===== src/rtl/spilk_pkg.sv =====
package spilk_pkg;
  // power-on content of register idx (caller truncates to the data width)
  function automatic logic [31:0] reg_default(input int idx);
    return 32'(idx * 29 + 53);
  endfunction
endpackage


===== src/rtl/spilk_sync.sv =====
module spilk_sync #(
  parameter int STAGES = 2
) (
  input  logic clk,
  input  logic rst_n_pin,
  input  logic csn_pin,
  input  logic sck_pin,
  input  logic mosi_pin,
  output logic rst,
  output logic csn_s,
  output logic sck_rise,
  output logic sck_fall,
  output logic mosi_s
);
  localparam int LINES = 4;
  logic [LINES-1:0] pipe [STAGES];
  logic             sck_d = 1'b0;

  initial begin
    for (int s = 0; s < STAGES; s++) pipe[s] = 4'b0011;
  end

  always_ff @(posedge clk) begin
    for (int s = 0; s < STAGES; s++) begin
      if (s == 0) pipe[s] <= {mosi_pin, sck_pin, csn_pin, rst_n_pin};
      else        pipe[s] <= pipe[s-1];
    end
    sck_d <= pipe[STAGES-1][2];
  end

  assign rst      = ~pipe[STAGES-1][0];
  assign csn_s    = pipe[STAGES-1][1];
  assign sck_rise = pipe[STAGES-1][2] & ~sck_d;
  assign sck_fall = ~pipe[STAGES-1][2] & sck_d;
  assign mosi_s   = pipe[STAGES-1][3];
endmodule


===== src/rtl/spilk_lockout.sv =====
module spilk_lockout #(
  parameter int LOCK_W = 20
) (
  input  logic clk,
  input  logic rst,
  output logic ready
);
  logic [LOCK_W-1:0] cnt   = '0;
  logic              armed = 1'b0;
  logic              rdy_q = 1'b1;

  always_ff @(posedge clk) begin
    if (rst) begin
      armed <= 1'b1;
      cnt   <= '0;
      rdy_q <= 1'b0;
    end else if (armed) begin
      if (&cnt) begin
        armed <= 1'b0;
        rdy_q <= 1'b1;
      end else begin
        cnt <= cnt + 1'b1;
      end
    end
  end

  assign ready = rdy_q;

  AST_RESET_CLEARS_READY: assert property (@(posedge clk) rst |=> !ready);
  AST_READY_STICKY: assert property (@(posedge clk) disable iff (rst) ready |=> ready);
  AST_NO_EARLY_READY: assert property (@(posedge clk) disable iff (rst) (armed && !(&cnt)) |=> !ready);
endmodule


===== src/rtl/spilk_shift.sv =====
module spilk_shift #(
  parameter int ADDR_W = 15,
  parameter int DATA_W = 8
) (
  input  logic              clk,
  input  logic              rst,
  input  logic              csn_s,
  input  logic              sck_rise,
  input  logic              sck_fall,
  input  logic              mosi_s,
  input  logic [DATA_W-1:0] rd_data,
  output logic [ADDR_W-1:0] addr,
  output logic [DATA_W-1:0] wr_data,
  output logic              wr_req,
  output logic              miso
);
  localparam int FRAME = 1 + ADDR_W + DATA_W;
  localparam int HDR   = 1 + ADDR_W;
  localparam int CW    = $clog2(FRAME + 1);
  localparam logic [CW-1:0] FRAME_C = CW'(FRAME);
  localparam logic [CW-1:0] LAST_C  = CW'(FRAME - 1);
  localparam logic [CW-1:0] HDR_C   = CW'(HDR);

  logic [FRAME-1:0]  sh_in  = '0;
  logic [DATA_W-1:0] sh_out = '0;
  logic [CW-1:0]     bits   = '0;
  logic              req_q  = 1'b0;

  always_ff @(posedge clk) begin
    if (rst || csn_s) begin
      bits   <= '0;
      req_q  <= 1'b0;
      sh_out <= '0;
    end else begin
      req_q <= 1'b0;
      if (sck_rise && bits < FRAME_C) begin
        sh_in <= {sh_in[FRAME-2:0], mosi_s};
        bits  <= bits + 1'b1;
        if (bits == LAST_C && !sh_in[FRAME-2]) req_q <= 1'b1;
      end
      if (sck_fall) begin
        if (bits == HDR_C && sh_in[HDR-1]) sh_out <= rd_data;
        else                               sh_out <= sh_out << 1;
      end
    end
  end

  assign addr    = (bits == FRAME_C) ? sh_in[FRAME-2 -: ADDR_W] : sh_in[ADDR_W-1:0];
  assign wr_data = sh_in[DATA_W-1:0];
  assign wr_req  = req_q;
  assign miso    = sh_out[DATA_W-1];

  AST_BITS_IN_FRAME: assert property (@(posedge clk) disable iff (rst) bits <= FRAME_C);
  AST_WRITE_NEEDS_FULL_FRAME: assert property (@(posedge clk) disable iff (rst) wr_req |-> bits == FRAME_C);
  AST_MISO_QUIET_IDLE: assert property (@(posedge clk) disable iff (rst) csn_s |=> !miso);
endmodule


===== src/rtl/spilk_regfile.sv =====
module spilk_regfile #(
  parameter int NUM_REGS = 16,
  parameter int ADDR_W   = 15,
  parameter int DATA_W   = 8
) (
  input  logic              clk,
  input  logic              rst,
  input  logic              allow,
  input  logic              wr_req,
  input  logic [ADDR_W-1:0] addr,
  input  logic [DATA_W-1:0] wr_data,
  output logic [DATA_W-1:0] rd_data
);
  localparam int IDX_W = (NUM_REGS > 1) ? $clog2(NUM_REGS) : 1;
  localparam logic [ADDR_W-1:0] NUM_C = ADDR_W'(NUM_REGS);

  function automatic logic [NUM_REGS-1:0][DATA_W-1:0] defaults();
    logic [NUM_REGS-1:0][DATA_W-1:0] v;
    for (int i = 0; i < NUM_REGS; i++) v[i] = DATA_W'(spilk_pkg::reg_default(i));
    return v;
  endfunction

  logic [NUM_REGS-1:0][DATA_W-1:0] regs = defaults();
  logic [NUM_REGS-1:0][DATA_W-1:0] dflt;
  logic                            in_range;
  logic [IDX_W-1:0]                idx;

  for (genvar g = 0; g < NUM_REGS; g++) begin : g_dflt
    assign dflt[g] = DATA_W'(spilk_pkg::reg_default(g));
  end

  assign in_range = addr < NUM_C;
  assign idx      = addr[IDX_W-1:0];

  always_ff @(posedge clk) begin
    if (rst)                            regs      <= dflt;
    else if (wr_req && allow && in_range) regs[idx] <= wr_data;
  end

  assign rd_data = in_range ? regs[idx] : '0;

  AST_LOCKED_WRITE_DROPPED: assert property (@(posedge clk) disable iff (rst) (wr_req && !allow) |=> $stable(regs));
  AST_OUT_OF_RANGE_DROPPED: assert property (@(posedge clk) disable iff (rst) (wr_req && !in_range) |=> $stable(regs));
  AST_IDLE_HOLDS: assert property (@(posedge clk) disable iff (rst) !wr_req |=> $stable(regs));
endmodule


===== src/rtl/spi_lockout_regs.sv =====
module spi_lockout_regs #(
  parameter int LOCK_W      = 20,
  parameter int NUM_REGS    = 16,
  parameter int ADDR_W      = 15,
  parameter int DATA_W      = 8,
  parameter int SYNC_STAGES = 2
) (
  input  logic clk,
  input  logic rst_n,
  input  logic spi_csn,
  input  logic spi_sck,
  input  logic spi_mosi,
  output logic spi_miso,
  output logic ready
);
  logic              rst, csn_s, sck_rise, sck_fall, mosi_s, wr_req;
  logic [ADDR_W-1:0] addr;
  logic [DATA_W-1:0] wr_data, rd_data;

  spilk_sync #(.STAGES(SYNC_STAGES)) u_sync (
    .clk(clk), .rst_n_pin(rst_n), .csn_pin(spi_csn), .sck_pin(spi_sck),
    .mosi_pin(spi_mosi), .rst(rst), .csn_s(csn_s), .sck_rise(sck_rise),
    .sck_fall(sck_fall), .mosi_s(mosi_s)
  );

  spilk_lockout #(.LOCK_W(LOCK_W)) u_lock (
    .clk(clk), .rst(rst), .ready(ready)
  );

  spilk_shift #(.ADDR_W(ADDR_W), .DATA_W(DATA_W)) u_shift (
    .clk(clk), .rst(rst), .csn_s(csn_s), .sck_rise(sck_rise), .sck_fall(sck_fall),
    .mosi_s(mosi_s), .rd_data(rd_data), .addr(addr), .wr_data(wr_data),
    .wr_req(wr_req), .miso(spi_miso)
  );

  spilk_regfile #(.NUM_REGS(NUM_REGS), .ADDR_W(ADDR_W), .DATA_W(DATA_W)) u_regs (
    .clk(clk), .rst(rst), .allow(ready), .wr_req(wr_req), .addr(addr),
    .wr_data(wr_data), .rd_data(rd_data)
  );
endmodule


===== config.mk =====
export PLATFORM = sky130hd
export DESIGN_NAME = spi_lockout_regs
export DESIGN_NICKNAME = d
export VERILOG_FILES = /design/src/rtl/spilk_pkg.sv /design/src/rtl/spilk_sync.sv /design/src/rtl/spilk_lockout.sv /design/src/rtl/spilk_shift.sv /design/src/rtl/spilk_regfile.sv /design/src/rtl/spi_lockout_regs.sv
export SDC_FILE = /design/constraint.sdc
export NUM_CORES = 1
export LEC_CHECK = 0
export BUFFER_PORTS_ARGS = -buffer_cell sky130_fd_sc_hd__buf_2
export CAP_MARGIN = 20
export CORE_MARGIN = 2
export CORE_UTILIZATION = 51
export CTS_CLUSTER_DIAMETER = 120
export DETAILED_ROUTE_END_ITERATION = 10
export PLACE_DENSITY = 0.74
export SLEW_MARGIN = 10
export SYNTH_ARGS = -nofsm -noshare
export SYNTH_HDL_FRONTEND = slang
export SYNTH_SLANG_ARGS = --single-unit

===== constraint.sdc =====
create_clock -name clk -period 6.1 [get_ports clk]
set_input_delay 0.305 -clock clk [delete_from_list [all_inputs] [get_ports clk]]
set_output_delay 0.305 -clock clk [all_outputs]
set_load 0.03 [all_outputs]

Yosys cells after proc, flatten, opt, wreduce, memory -nomap -nowiden. Memories as Yosys holds them, arrays and structs flattened. Cells that the tools add are included.

Reductions and logical operators: 13. Muxes and demuxes: 11. Equal/unequal tests: 3. Magnitude comparators: 4. Add/sub/neg operators: 2. Bitwise logic cells: 8.

Operators with widths (count): 128-bit bitwise mux (1); 8-bit binary-select mux with 4-bit select (1); 8-bit demux with 4-bit select (1); 8-bit 2-to-1 mux (4); 21-bit AND reduction (1); 20-bit by 1-bit adder with 20-bit output (second input constant) (1); 20-bit AND reduction (1); 5-bit equality test (second input constant) (3); 15-bit by 5-bit < comparator with 1-bit output (second input constant) (1); 15-bit 2-to-1 mux (1); 1-bit logical AND (6); 1-bit inverter (6); 5-bit by 1-bit adder with 5-bit output (second input constant) (1); 4-bit by 5-bit < comparator with 1-bit output (second input constant) (1); 5-bit < comparator (second input constant) (1); 4-bit by 1-bit >= comparator with 1-bit output (second input constant) (1); 2-bit AND reduction (2); 1-bit 2-to-1 mux (3); 1-bit bitwise AND (2); 2-bit OR reduction (1); 1-bit logical NOT (1); 1-bit logical OR (1).

Output and inout port bits: 2. Logic and storage cells: 66. Input bits: 5. Register bits after elaboration: 188. Memory bits (writable): 8. Memories: 1.

Memory list: u_sync.pipe (depth 2, bits a word 4, read ports 2, clocked after Yosys merged registers in 0, write ports 2, RTL line spilk_sync.sv:16) `logic [LINES-1:0] pipe [STAGES];`.

Logic depth before layout (Yosys ltp). Gate-level depths: netlist (run 1).

Word-level depth: 7. Depth in mapped cells: 11. Depth with buffers taken out: 8.

Hierarchy. A second synthesis (run 1) with hierarchy kept.

Cell total of the unflattened synthesis: 818. Area total of the unflattened synthesis: 8968.6 sq um.

Modules (own cells, without submodules): spilk_regfile (cells each 543, instances 1, sequential area each 2562.5 sq um, area each 6007.0 sq um); spilk_shift (cells each 135, instances 1, sequential area each 970.9 sq um, area each 1656.6 sq um); spilk_lockout (cells each 128, instances 1, sequential area each 440.4 sq um, area each 1106.1 sq um); spilk_sync (cells each 12, instances 1, sequential area each 180.2 sq um, area each 198.9 sq um).

Least setup slack after synthesis (run 1). OpenSTA, ideal clock, no wires.

Path kind: flip-flop to flip-flop. Start point: reg u_shift.bits[3]. End point: reg u_shift.sh_in[0] (read register of u_sync.pipe), enable pin. Cell stages (with the launch flop): 5. Library setup time: 0.403 ns. Arrival: 2.135 ns. Clock period less this slack: 2.538 ns. Path buffers: 1. Slack: 3.562 ns. Required time: 5.697 ns. Cells stage by stage: dfxtp_1 -> buf_2 -> a211oi_1 -> inv_1 -> nor2_1.

Cells in the longest elaborated chain, start to end: 3.

Ends and longest elaborated chain: from (decl) (RTL line spilk_shift.sv:26) `logic [CW-1:0] bits = '0;`; from (signal assigned) (RTL line spilk_shift.sv:38) `bits <= bits + 1'b1;`; 5-bit < comparator (RTL line spilk_shift.sv:36) `if (sck_rise && bits < FRAME_C) begin`; 1-bit logical AND (RTL line spilk_shift.sv:36); 2-bit AND reduction (no line); to (decl) (RTL line spilk_shift.sv:24) `logic [FRAME-1:0] sh_in = '0;`.

No other way between the ends. A chain may end at the register's enable or synchronous reset.

Worst setup path after layout (run 1).
Start point: reg u_shift.bits[0]. End point: reg u_regs.regs[96] in the netlist's numbering.

Cells in the longest elaborated chain, start to end: 7. Elaborated cells on any way between the ends: 10. Those cells by class: order compare: 3; eq/ne: 1; mux: 4; reduce/logical: 2.

Ends and longest elaborated chain: 5-bit equality test * (RTL line spilk_shift.sv:48) `assign addr = (bits == FRAME_C) ? sh_in[FRAME-2 -: ADDR_W] : sh_in[ADDR_W-1:0];`; 15-bit 2-to-1 mux * (RTL line spilk_shift.sv:48); 4-bit by 5-bit < comparator with 1-bit output (not written as such) or 4-bit by 1-bit >= comparator with 1-bit output (tied branches) (RTL line spilk_regfile.sv:37) `else if (wr_req && allow && in_range) regs[idx] <= wr_data;`; 1-bit logical AND (not written as such) (RTL line spilk_regfile.sv:37); 8-bit 2-to-1 mux (not written as such) (RTL line spilk_regfile.sv:37); 8-bit demux with 4-bit select; 128-bit bitwise mux (RTL line spilk_regfile.sv:37); to (signal assigned) (RTL line spilk_regfile.sv:36) `if (rst) regs <= dflt;`; to (signal, indexed assignment) (RTL line spilk_regfile.sv:37); to (decl) (RTL line spilk_regfile.sv:23) `logic [NUM_REGS-1:0][DATA_W-1:0] regs = defaults();`.

Every way passes the cells marked *; elsewhere a longest branch is shown, timed or not.

==> summary.md, run 1 <==
| Metric | Value |
|---|---|
| Layout Skew | `around 0.0094 ns` |
| Final setup TNS | `0 ns` |
| CTS tree | `yes` |
| Max_slew headroom | `25.2%` |
| Leading area contributor after synthesis | `dfxtp_1` |
| Status | `completed` |
| Io pins | `7` |
| Port bufs | `6` |
| Synth area leaders | `dfxtp_1 41%, nand2_1 10%, nand3_1 9.0%, edfxtp_1 8.1%, mux2i_1 6.6%` |
| Synth Register Bits | `between 150 and 200` |
| Commonest non-fill, non-tap cell in the layout | `nand2_1` |
| Post-synth EDFFs | `23` |
| Final setup violation count | `0` |
| LEAKAGE | `3.64 nW` |
| Pins Over Slew Limit | `0` |
| Critical Path Slowest Stage Cell | `nor3_4` |
| Synth async-reset ratio | `0%` |
| Layout area overhead | `9.34%` |
| CP Launch Type | `flip-flop` |
| Clock root cell | `clkbuf_16` |
| WL/cell | `18.4 um` |
| Die ar. | `0.0178 mm2` |
| Total of max-cap violations | `0` |
| Post-synthesis area per instance | `about 8.5 um2` |
| Primary FF master, synth | `dfxtp_1` |
| Worst path arrival time | `4.04 ns` |
| Bufs on Longest Clock Path | `2` |
| VDD IR-drop max | `0.261 mV` |
| R2r setup slk | `2.35 ns` |
| Final worst slack | `2.35 ns` |
| RSZ-0062 raised after global routing | `false` |
| DRC Markers | `0` |
| Pre-CTS WS | `between 2 and 2.5 ns` |
| TritonCTS buffer count | `17` |
| Core ar. | `0.0165 mm2` |
| Routed Antenna Nets | `0` |
| CP Data Required Time | `6.39 ns` |
| Final Util | `56.7%` |
| CTS Sinks | `between 150 and 200` |
| Most frequent cells in the layout | `230 x nand2_1, 172 x dfxtp_1, 154 x nand3_1, 70 x a21oi_1, 56 x mux2i_1` |
| CP cell instances | `inv_1 > ha_1 > and4b_1 > mux2_4 > nor3_4 > buf_4 > nand2_1 > nand2_1 > nand3_1` |
| Clk Latency, worst-skew pair | `0.45 ns` |
| Die height | `133 um` |
| FP Rows | `47` |
| Hold WC Path Type | `reg2reg` |
| Initial antenna violation count | `0` |
| Critical path class | `reg2reg` |
| Cells after synthesis | `1,004` |
| GP Congestion | `0.915` |
| Crit-path most repeated cell | `nand2_1` |
| Largest net degree at the start of global routing | `69` |
| Drt first pass iters | `7` |
| ANT cells | `0` |
| Initial Utilization | `51.9%` |
| CP max FO | `65` |
| Total grt overflow | `0` |
| Worst-Margin Slew | `~1.1 ns` |
| Yosys warns | `0` |
| Crit. End Element | `flip-flop` |
| Final period util | `61.4%` |
| Number of DRC markers in iteration 0 | `898` |
| Worst path max stage delay | `0.93 ns` |
| Nets | `a little under 1,000` |
| Placed inst area | `slightly below 0.009 mm2` |
| Drt via density | `5.94` |
| Maximum clock frequency | `0.267 GHz` |
| Final instance area | `between 0.009 and 0.01 mm2` |
| Fill cells | `between 1,500 and 2,000` |
| Vias | `7,205` |
| Final wirelength | `22.3 mm` |
| Unique masters post-synth | `60` |
| Die Wd | `133 um` |
| Total track usage | `25.8%` |
| Synthesized Nets | `a little over 1,000` |
| CTS clk-pin slew, worst paths | `0.07 ns` |
| First-pass GRT wire length | `36.0 mm` |
| Pwr dens | `271 mW/mm2` |
| Fin. Hold Viols | `0` |
| Synth top area share | `40.5%` |
| Layout cells sized above 1 | `7.96%` |
| H-tree levels | `4` |
| Fin crit period | `about 3.7 ns` |
| Vias in the first global route | `6,692` |
| Sequential area share after synthesis | `48.6%` |
| Worst hold slack | `0.329 ns` |
| Synth Cell Area | `0.00855 mm2` |
| Hpwl dp | `13.9 mm` |
## cells in the mapped netlist, types with 6 or more instances
master and number:
or3_1 7, inv_1 8, xnor2_1 12, edfxtp_1 23, nand4_1 9, dfxtp_1 173, a31oi_1 12, a32oi_1 16
o21ai_0 6, nand2_1 230, o211ai_1 8, buf_2 13, nor2_1 55, nand3_1 154, a21oi_1 71, nor3_1 9
mux2i_1 56, clkbuf_1 51
## metrics by stage
stage	total power, mW	instances
after floorplan	1.39	1004
after global placement	1.40	1176
after detailed placement	1.41	1176
after CTS	2.54	1212
after global routing	2.60	1213
final	2.53	1213
## cells by family (layout without fill, tap and decap cells)
family / after synthesis / in the layout / share of synthesized area [%]
flops: 196 / 196 / 48.6
xor+xnor: 16 / 16 / 1.64
simple gates: 513 / 513 / 28.1
buf+inv: 78 / 67 / 3.88
compound gates: 137 / 137 / 9.93
mux: 61 / 61 / 7.42
fa+ha+maj: 3 / 3 / 0.439
## state kept, by name (all words and copies together), names as in the netlist
name / cells
u_sync.sck_d: 1
u_shift.bits: 5
u_lock.armed: 1
u_shift.sh_out: 8
u_lock.cnt: 20
u_shift.sh_in: 23
u_lock.ready: 1
u_regs.regs: 128
u_sync.pipe: 8
u_shift.wr_req: 1
## power breakdown
part | leakage [nW] | switching, mW | internal (mW)
sequential | 1.61 | 0.00866 | 1.31
combinational | 1.74 | 0.0452 | 0.0166
clock | 0.294 | 0.559 | 0.590
## area by class of cell
type / instances / area [um2] / share of cell area [%]
well taps: 220 / 275 / 2.95
flip-flops and latches: 196 / 4160 / 44.5
clock buffers: 17 / 425 / 4.55
clock inverters: 15 / 181 / 1.94
inverters: 8 / 30.0 / 0.321
multi-input cells: 730 / 4070 / 43.6
repair buffers: 27 / 205 / 2.20
## critical path: cells and delay by family (launching register included)
family / cells / cell delay, ns
fa+ha+maj: 1 / 0.18
buf+inv: 2 / 0.37
flops: 1 / 0.35
mux: 1 / 0.63
simple gates: 5 / 2.02
## per-layer routing
layer	share of wire, %	track usage [%]	up-vias
met2	45	39.8	284
li1	-	-	3473
met3	7.4	4.76	45
met1	45	35.5	3403
met5	0	0	-
met4	2.9	11.6	0
## worst paths after layout
kind | start | end | cells past startpoint
setup reg to reg | u_shift.bits[0] | u_regs.regs[96] | 9
hold reg to reg | u_sync.pipe[0][3] | u_sync.pipe[0][7] | 0
hold / removal | u_sync.pipe[0][3] | u_sync.pipe[0][7] | 0
setup / recovery | u_shift.bits[0] | u_regs.regs[96] | 9
## what timing repair did
item | CTS | global route
setup buffers | 0 | 0
resized for setup | 0 | 0
endpoints found under the hold margin | 4 | 0
hold buffers | 4 | 0
Note: power is estimated with default switching activity, not from simulation.
==> run 2: changes to the inputs <==
--- a/config.mk
+++ b/config.mk
@@ -11,7 +11,7 @@
 export CORE_UTILIZATION = 51
 export CTS_CLUSTER_DIAMETER = 120
 export DETAILED_ROUTE_END_ITERATION = 10
-export PLACE_DENSITY = 0.74
+export PLACE_DENSITY = 0.77
 export SLEW_MARGIN = 10
 export SYNTH_ARGS = -nofsm -noshare
 export SYNTH_HDL_FRONTEND = slang
==> constraint.sdc (replaced) <==
create_clock -name clk -period 3.4 [get_ports clk]
set_input_delay 0.17 -clock clk [delete_from_list [all_inputs] [get_ports clk]]
set_output_delay 0.17 -clock clk [all_outputs]
set_load 0.03 [all_outputs]
==> summary.md, run 2 (synthesis results as in run 1) <==
| Metric | Value |
|---|---|
| Worst hold slack | `0.329 ns (about the same)` |
| Max_slew headroom | `42.8% (was 25.2%)` |
| Layout Skew | `0.0109 ns (was 0.00944 ns)` |
| CTS clk-pin slew, worst paths | `0.07 ns (about the same)` |
| Worst-Margin Slew | `0.852 ns (was 1.11 ns)` |
| Final wirelength | `22.5 mm (was 22.3 mm)` |
| RSZ-0062 raised after global routing | `false (unchanged)` |
| Clk Latency, worst-skew pair | `0.44 ns (was 0.45 ns)` |
| FP Rows | `47 (unchanged)` |
| Net Sw Power | `1.05 mW (was 0.613 mW)` |
| Pwr dens | `468 mW/mm2 (was 271 mW/mm2)` |
| Drt first pass iters | `7 (unchanged)` |
| Dpl cells | `1,192 (was 1,176)` |
| ANT cells | `0 (unchanged)` |
| Hold WC Path Type | `reg2reg (unchanged)` |
| LEAKAGE | `3.70 nW (was 3.64 nW)` |
| Initial antenna violation count | `0 (unchanged)` |
| Die Wd | `133 um (unchanged)` |
| WL/cell | `18.3 um (was 18.4 um)` |
| H-tree levels | `4 (unchanged)` |
| Clock network power share | `43.8% (was 45.4%)` |
| Core ar. | `0.0165 mm2 (unchanged)` |
| Non-filler cells, final | `1,228 (was 1,213)` |
| Most frequent cells in the layout | `230 x nand2_1, 172 x dfxtp_1, 154 x nand3_1, 70 x a21oi_1, 56 x mux2i_1 (unchanged)` |
| First-pass GRT wire length | `36.5 mm (was 36.0 mm)` |
| Maximum clock frequency | `0.355 GHz (was 0.267 GHz)` |
| Vias in the first global route | `6,780 (was 6,692)` |
| Sequential share of power | `53.5% (was 52.1%)` |
| Final worst slack | `0.585 ns (was 2.35 ns)` |
| Routed Antenna Nets | `0 (unchanged)` |
| Worst path arrival time | `3.09 ns (was 4.04 ns)` |
| Total of max-cap violations | `0 (unchanged)` |
| CTS resizes | `0 (unchanged)` |
| CTS tree | `yes (unchanged)` |
| Switching Share | `23.8% (was 24.2%)` |
| Final setup violation count | `0 (unchanged)` |
| Reg with most FFs | `u_regs.regs (unchanged)` |
| Nets | `1,003 (was 988)` |
| Gate power share | `2.7% (was 2.4%)` |
| Bufs on Longest Clock Path | `2 (unchanged)` |
| Crit. End Element | `flip-flop (unchanged)` |
| Status | `completed (unchanged)` |
| Io pins | `7 (unchanged)` |
| Total grt overflow | `0 (unchanged)` |
| CTS Sinks | `196 (unchanged)` |
| Final period util | `82.8% (was 61.4%)` |
| DRC Markers | `0 (unchanged)` |
| Regs by FF count | `u_regs.regs x128, u_shift.sh_in x23, u_lock.cnt x20 (unchanged)` |
| Layout cells sized above 1 | `9.33% (was 7.96%)` |
| Largest net degree at the start of global routing | `67 (was 69)` |
| Number of flip-flops in the largest register | `128 (unchanged)` |
| Layout area overhead | `10.2% (was 9.34%)` |
| Clock root cell | `clkbuf_16 (unchanged)` |
| Number of DRC markers in iteration 0 | `894 (was 898)` |
| Fin crit period | `2.82 ns (was 3.75 ns)` |
| Vias | `7,399 (was 7,205)` |
| CP Data Required Time | `3.68 ns (was 6.39 ns)` |
| Fin. Hold Viols | `0 (unchanged)` |
| Commonest non-fill, non-tap cell in the layout | `nand2_1 (unchanged)` |
| Total track usage | `26.0% (was 25.8%)` |
| TritonCTS buffer count | `17 (unchanged)` |
| Initial Utilization | `51.9% (unchanged)` |
| Port bufs | `6 (unchanged)` |
| Final setup TNS | `0 ns (unchanged)` |
| Pre-CTS WS | `0.667 ns (was 2.46 ns)` |
| Die ar. | `0.0178 mm2 (unchanged)` |
| Critical path class | `reg2reg (unchanged)` |
| Pins Over Slew Limit | `0 (unchanged)` |
| Die height | `133 um (unchanged)` |
| CP max FO | `22 (was 65)` |
| VDD IR-drop max | `0.369 mV (was 0.261 mV)` |
| GP Congestion | `0.873 (was 0.915)` |
| CP Launch Type | `flip-flop (unchanged)` |
| Internal | `3.36 mW (was 1.92 mW)` |
| Drt via density | `6.03 (was 5.94)` |
| Hpwl dp | `14.2 mm (was 13.9 mm)` |
run 2: worst max-delay path, cell delays in order (launching register included):
cell	delay, ns
dfxtp_1	0.38
inv_1	0.06
ha_1	0.22
and4b_1	0.29
buf_4	0.22
mux2i_2	0.24
nor3_4	0.39
buf_4	0.34
nand2_1	0.27
nand2_1	0.14
o211ai_1	0.09
run 2: worst paths after layout:
| check | startpoint | end | slack, ns | cells after the start |
|---|---|---|---|---|
| min reg2reg | u_sync.pipe[0][1] | u_sync.pipe[0][5] | 0.33 | 0 |
| min | u_sync.pipe[0][1] | u_sync.pipe[0][5] | 0.33 | 0 |
| max reg2reg | u_shift.bits[0] | u_regs.regs[115] | 0.58 | 10 |
| max | u_shift.bits[0] | u_regs.regs[115] | 0.58 | 10 |
run 2: repair_timing:
action | CTS | global route
endpoints found under the hold margin | 4 | 0
hold buffers | 4 | 0
setup buffers | 0 | 0
endpoints found under the setup margin | 0 | 0
run 2: per-layer routing:
| layer | track usage (%) | wire (um) |
|---|---|---|
| met2 | 38.7 | 10100 |
| met5 | 0 | 0 |
| met4 | 9.63 | 631 |
| met1 | 36.7 | 9830 |
| met3 | 6.28 | 1990 |
run 2: metrics by stage:
stage                     power [mW]  cell area, um2  utilization, %
after floorplan                 2.49            8550               -
after global placement          2.52            8810            53.5
after detailed placement        2.53            8810            53.5
after CTS                       4.43            9420            57.2
after global routing            4.54            9420            57.2
final                           4.41            9420            57.2
run 2: layout make-up:
cell class,instances,area [um2]
Clock buffer,18,439
Clock inverter,14,123
Multi-Input combinational cell,730,4070
Fill cell,1496,7050
Timing Repair Buffer,42,323
Tap cell,220,275
Sequential cell,196,4160
Inverter,8,30.0
run 2: power by group through the flow:
stage                     clock [mW]  combinational, mW  sequential [mW]
after global routing            2.05              0.129             2.36
final                           1.93              0.119             2.36
after floorplan                    0             0.0778             2.41
after global placement             0              0.112             2.41
after detailed placement           0              0.113             2.41
after CTS                       1.95              0.117             2.36
==> run 3: changes to the inputs <==
--- a/config.mk
+++ b/config.mk
@@ -5,13 +5,14 @@
 export SDC_FILE = /design/constraint.sdc
 export NUM_CORES = 1
 export LEC_CHECK = 0
+export ABC_AREA = 1
 export BUFFER_PORTS_ARGS = -buffer_cell sky130_fd_sc_hd__buf_2
 export CAP_MARGIN = 20
 export CORE_MARGIN = 2
 export CORE_UTILIZATION = 51
 export CTS_CLUSTER_DIAMETER = 120
 export DETAILED_ROUTE_END_ITERATION = 10
-export PLACE_DENSITY = 0.77
+export PLACE_DENSITY = 0.74
 export SLEW_MARGIN = 10
 export SYNTH_ARGS = -nofsm -noshare
 export SYNTH_HDL_FRONTEND = slang
==> constraint.sdc (replaced) <==
create_clock -name clk -period 2.81 [get_ports clk]
set_input_delay 0.1405 -clock clk [delete_from_list [all_inputs] [get_ports clk]]
set_output_delay 0.1405 -clock clk [all_outputs]
set_load 0.03 [all_outputs]
==> summary.md, run 3 <==
| Metric | Value |
|---|---|
| CP Data Required Time | `3.09 ns (was 3.68 ns)` |
| Vias | `8,550 (was 7,399)` |
| Die Wd | `144 um (was 133 um)` |
| Number of DRC markers in iteration 0 | `822 (was 894)` |
| Die height | `144 um (was 133 um)` |
| Leading area contributor after synthesis | `dfxtp_1 (unchanged)` |
| Reg with most FFs | `u_regs.regs (unchanged)` |
| Drt first pass iters | `8 (was 7)` |
| Most frequent cells in the layout | `428 x nand2_1, 172 x dfxtp_1, 142 x inv_1, 135 x nand3_1, 90 x a21oi_1 (was 230 x nand2_1, 172 x dfxtp_1, 154 x nand3_1, 70 x a21oi_1, 56 x mux2i_1)` |
| Drt via density | `5.36 (was 6.03)` |
| Primary FF master, synth | `dfxtp_1 (unchanged)` |
| Initial Utilization | `51.5% (was 51.9%)` |
| Total grt overflow | `0 (unchanged)` |
| Routed Antenna Nets | `0 (unchanged)` |
| VDD IR-drop max | `0.368 mV (was 0.369 mV)` |
| Maximum clock frequency | `0.396 GHz (was 0.355 GHz)` |
| Largest net degree at the start of global routing | `74 (was 67)` |
| Core ar. | `0.0193 mm2 (was 0.0165 mm2)` |
| TritonCTS buffer count | `17 (unchanged)` |
| Cell with the most instances after synthesis | `nand2_1 (unchanged)` |
| Cells after synthesis | `1,331 (was 1,004)` |
| DRC Markers | `0 (unchanged)` |
| Status | `completed (unchanged)` |
| Number of flip-flops in the largest register | `128 (unchanged)` |
| Vias in the first global route | `7,776 (was 6,780)` |
| Clock root cell | `clkbuf_16 (unchanged)` |
| Initial antenna violation count | `0 (unchanged)` |
| LEAKAGE | `4.89 nW (was 3.70 nW)` |
| Layout Skew | `0.0115 ns (was 0.0109 ns)` |
| Post-synth EDFFs | `23 (unchanged)` |
| Layout cells sized above 1 | `14.7% (was 9.33%)` |
| Critical path class | `reg2reg (unchanged)` |
| CP Launch Type | `flip-flop (unchanged)` |
| Synth Register Bits | `196 (unchanged)` |
| Nets | `1,325 (was 1,003)` |
| Hold buffer count at CTS | `4 (unchanged)` |
| Total track usage | `26.3% (was 26.0%)` |
| CTS clk-pin slew, worst paths | `0.08 ns (was 0.07 ns)` |
| H-tree levels | `4 (unchanged)` |
| Fill cells | `1,811 (was 1,496)` |
| RSZ-0062 raised after global routing | `false (unchanged)` |
| Port bufs | `6 (unchanged)` |
| CTS tree | `yes (unchanged)` |
| Final setup violation count | `0 (unchanged)` |
| Pins Over Slew Limit | `0 (unchanged)` |
| WL/cell | `16.3 um (was 18.3 um)` |
| Final period util | `89.9% (was 82.8%)` |
| Crit. End Element | `flip-flop (unchanged)` |
| Synth top area share | `34.9% (was 40.5%)` |
| Yosys warns | `0 (unchanged)` |
| Regs by FF count | `u_regs.regs x128, u_shift.sh_in x23, u_lock.cnt x20 (unchanged)` |
| Post-synthesis area per instance | `7.46 um2 (was 8.51 um2)` |
| Sequential area share after synthesis | `41.8% (was 48.6%)` |
| GP Congestion | `0.900 (was 0.873)` |
| Total of max-cap violations | `0 (unchanged)` |
| Hpwl dp | `16.9 mm (was 14.2 mm)` |
| Synth area leaders | `dfxtp_1 35%, nand2_1 16%, edfxtp_1 7.0%, nand3_1 6.8%, o211ai_2 6.2% (was dfxtp_1 41%, nand2_1 10%, nand3_1 9.0%, edfxtp_1 8.1%, mux2i_1 6.6%)` |
| Synthesized Nets | `1,339 (was 1,012)` |
| Top post-synthesis cells by count | `428 x nand2_1, 173 x dfxtp_1, 143 x inv_1, 135 x nand3_1, 90 x a21oi_1 (was 230 x nand2_1, 173 x dfxtp_1, 154 x nand3_1, 71 x a21oi_1, 56 x mux2i_1)` |
| Io pins | `7 (unchanged)` |
| Die ar. | `0.0206 mm2 (was 0.0178 mm2)` |
| ANT cells | `0 (unchanged)` |
| CTS resizes | `0 (unchanged)` |
| Synth async-reset ratio | `0% (unchanged)` |
| CP max FO | `11 (was 22)` |
| Layout area overhead | `8.14% (was 10.2%)` |
| Fin crit period | `2.53 ns (was 2.82 ns)` |
| Pwr dens | `509 mW/mm2 (was 468 mW/mm2)` |
| Bufs on Longest Clock Path | `2 (unchanged)` |
| FP Rows | `51 (was 47)` |
| First-pass GRT wire length | `41.7 mm (was 36.5 mm)` |
| Hold WC Path Type | `reg2reg (unchanged)` |
| Final wirelength | `25.9 mm (was 22.5 mm)` |
| Post-CTS setup buffers | `0 (unchanged)` |
| Fin. Hold Viols | `0 (unchanged)` |
| Unique masters post-synth | `41 (was 60)` |
| Max_slew headroom | `30.5% (was 42.8%)` |
| Worst path arrival time | `2.80 ns (was 3.09 ns)` |
| Clk Latency, worst-skew pair | `0.44 ns (about the same)` |
| Synth Cell Area | `0.00993 mm2 (was 0.00855 mm2)` |
| CTS Sinks | `196 (unchanged)` |
| Worst-Margin Slew | `1.04 ns (was 0.852 ns)` |
| Commonest non-fill, non-tap cell in the layout | `nand2_1 (unchanged)` |
| Final setup TNS | `0 ns (unchanged)` |
| Worst hold slack | `0.318 ns (was 0.329 ns)` |
==> run 3: cell types whose count changed in the layout (fill, tap and decap cells not counted), sizes merged, moves of 18 or more <==
cell / previous run / this run
nand2: 232 / 464
o211ai: 8 / 63
a21oi: 72 / 90
nand3: 158 / 138
inv: 13 / 163
o21ai: 8 / 31
mux2i: 58 / 0
==> run 3: through the flow <==
step	instance area [um2]	worst slack (ns)	utilization [%]	std cells	total power, mW
3_5_place_dp	10100	0.358	52.6	1559	3.10
4_1_cts	10700	0.331	55.7	1595	5.48
5_1_grt	10700	0.122	55.7	1595	5.61
6_report	10700	0.283	55.7	1595	5.46
2_1_floorplan	9930	0.641	-	1331	3.04
3_3_place_gp	10100	0.430	52.6	1559	3.10
==> run 3: layout make-up <==
type / count / area, um2 / share of cell area, %
clock buffer: 18 / 429 / 4.00
clock inverter: 14 / 141 / 1.32
inverter: 157 / 616 / 5.73
multi-input combinational: 905 / 4730 / 44.1
sequential: 196 / 4160 / 38.7
tap: 265 / 332 / 3.09
timing repair buffer: 40 / 333 / 3.10
==> run 3: logic make-up after synthesis <==
group	Yosys count	synth area share, %
XOR/XNOR	5	0.441
AND/OR/NAND/NOR	710	32.9
buffers and inverters	230	10.6
flip-flops	196	41.8
adder cells (fa/ha/maj)	3	0.378
AO/OA/AOI/OAI	187	13.9
==> run 3: layer usage <==
metal	vias to the layer above	routed length (um)	global-route usage, %
met2	302	11600	39.9
met3	49	1710	5.03
met5	-	0	0
li1	4248	-	-
met4	0	787	9.18
met1	3951	11800	37.5
==> run 3: final timing paths <==
path | end | slack (ns) | startpoint | cells after the start
max | u_regs.regs[9] | 0.28 | u_shift.bits[0] | 13
min | u_sync.pipe[0][4] | 0.32 | u_sync.pipe[0][0] | 0
max reg2reg | u_regs.regs[9] | 0.28 | u_shift.bits[0] | 13
min reg2reg | u_sync.pipe[0][4] | 0.32 | u_sync.pipe[0][0] | 0
==> run 3: critical path: stages, from the launching register on <==
cell      delay (ns)
dfxtp_1         0.31
inv_1           0.10
ha_1            0.16
inv_1           0.08
nor2_8          0.16
nand2_8         0.11
o21ai_4         0.33
inv_6           0.09
nor2_8          0.19
inv_4           0.10
nor2_4          0.17
nand2_1         0.29
nand2_1         0.17
o211ai_2        0.08
==> run 3: where the power goes <==
group / switching, mW / internal [mW] / leakage, nW / total, mW
logic: 0.140 / 0.0454 / 3.00 / 0.185
registers: 0.0154 / 2.84 / 1.61 / 2.86
clock network: 1.17 / 1.25 / 0.274 / 2.42
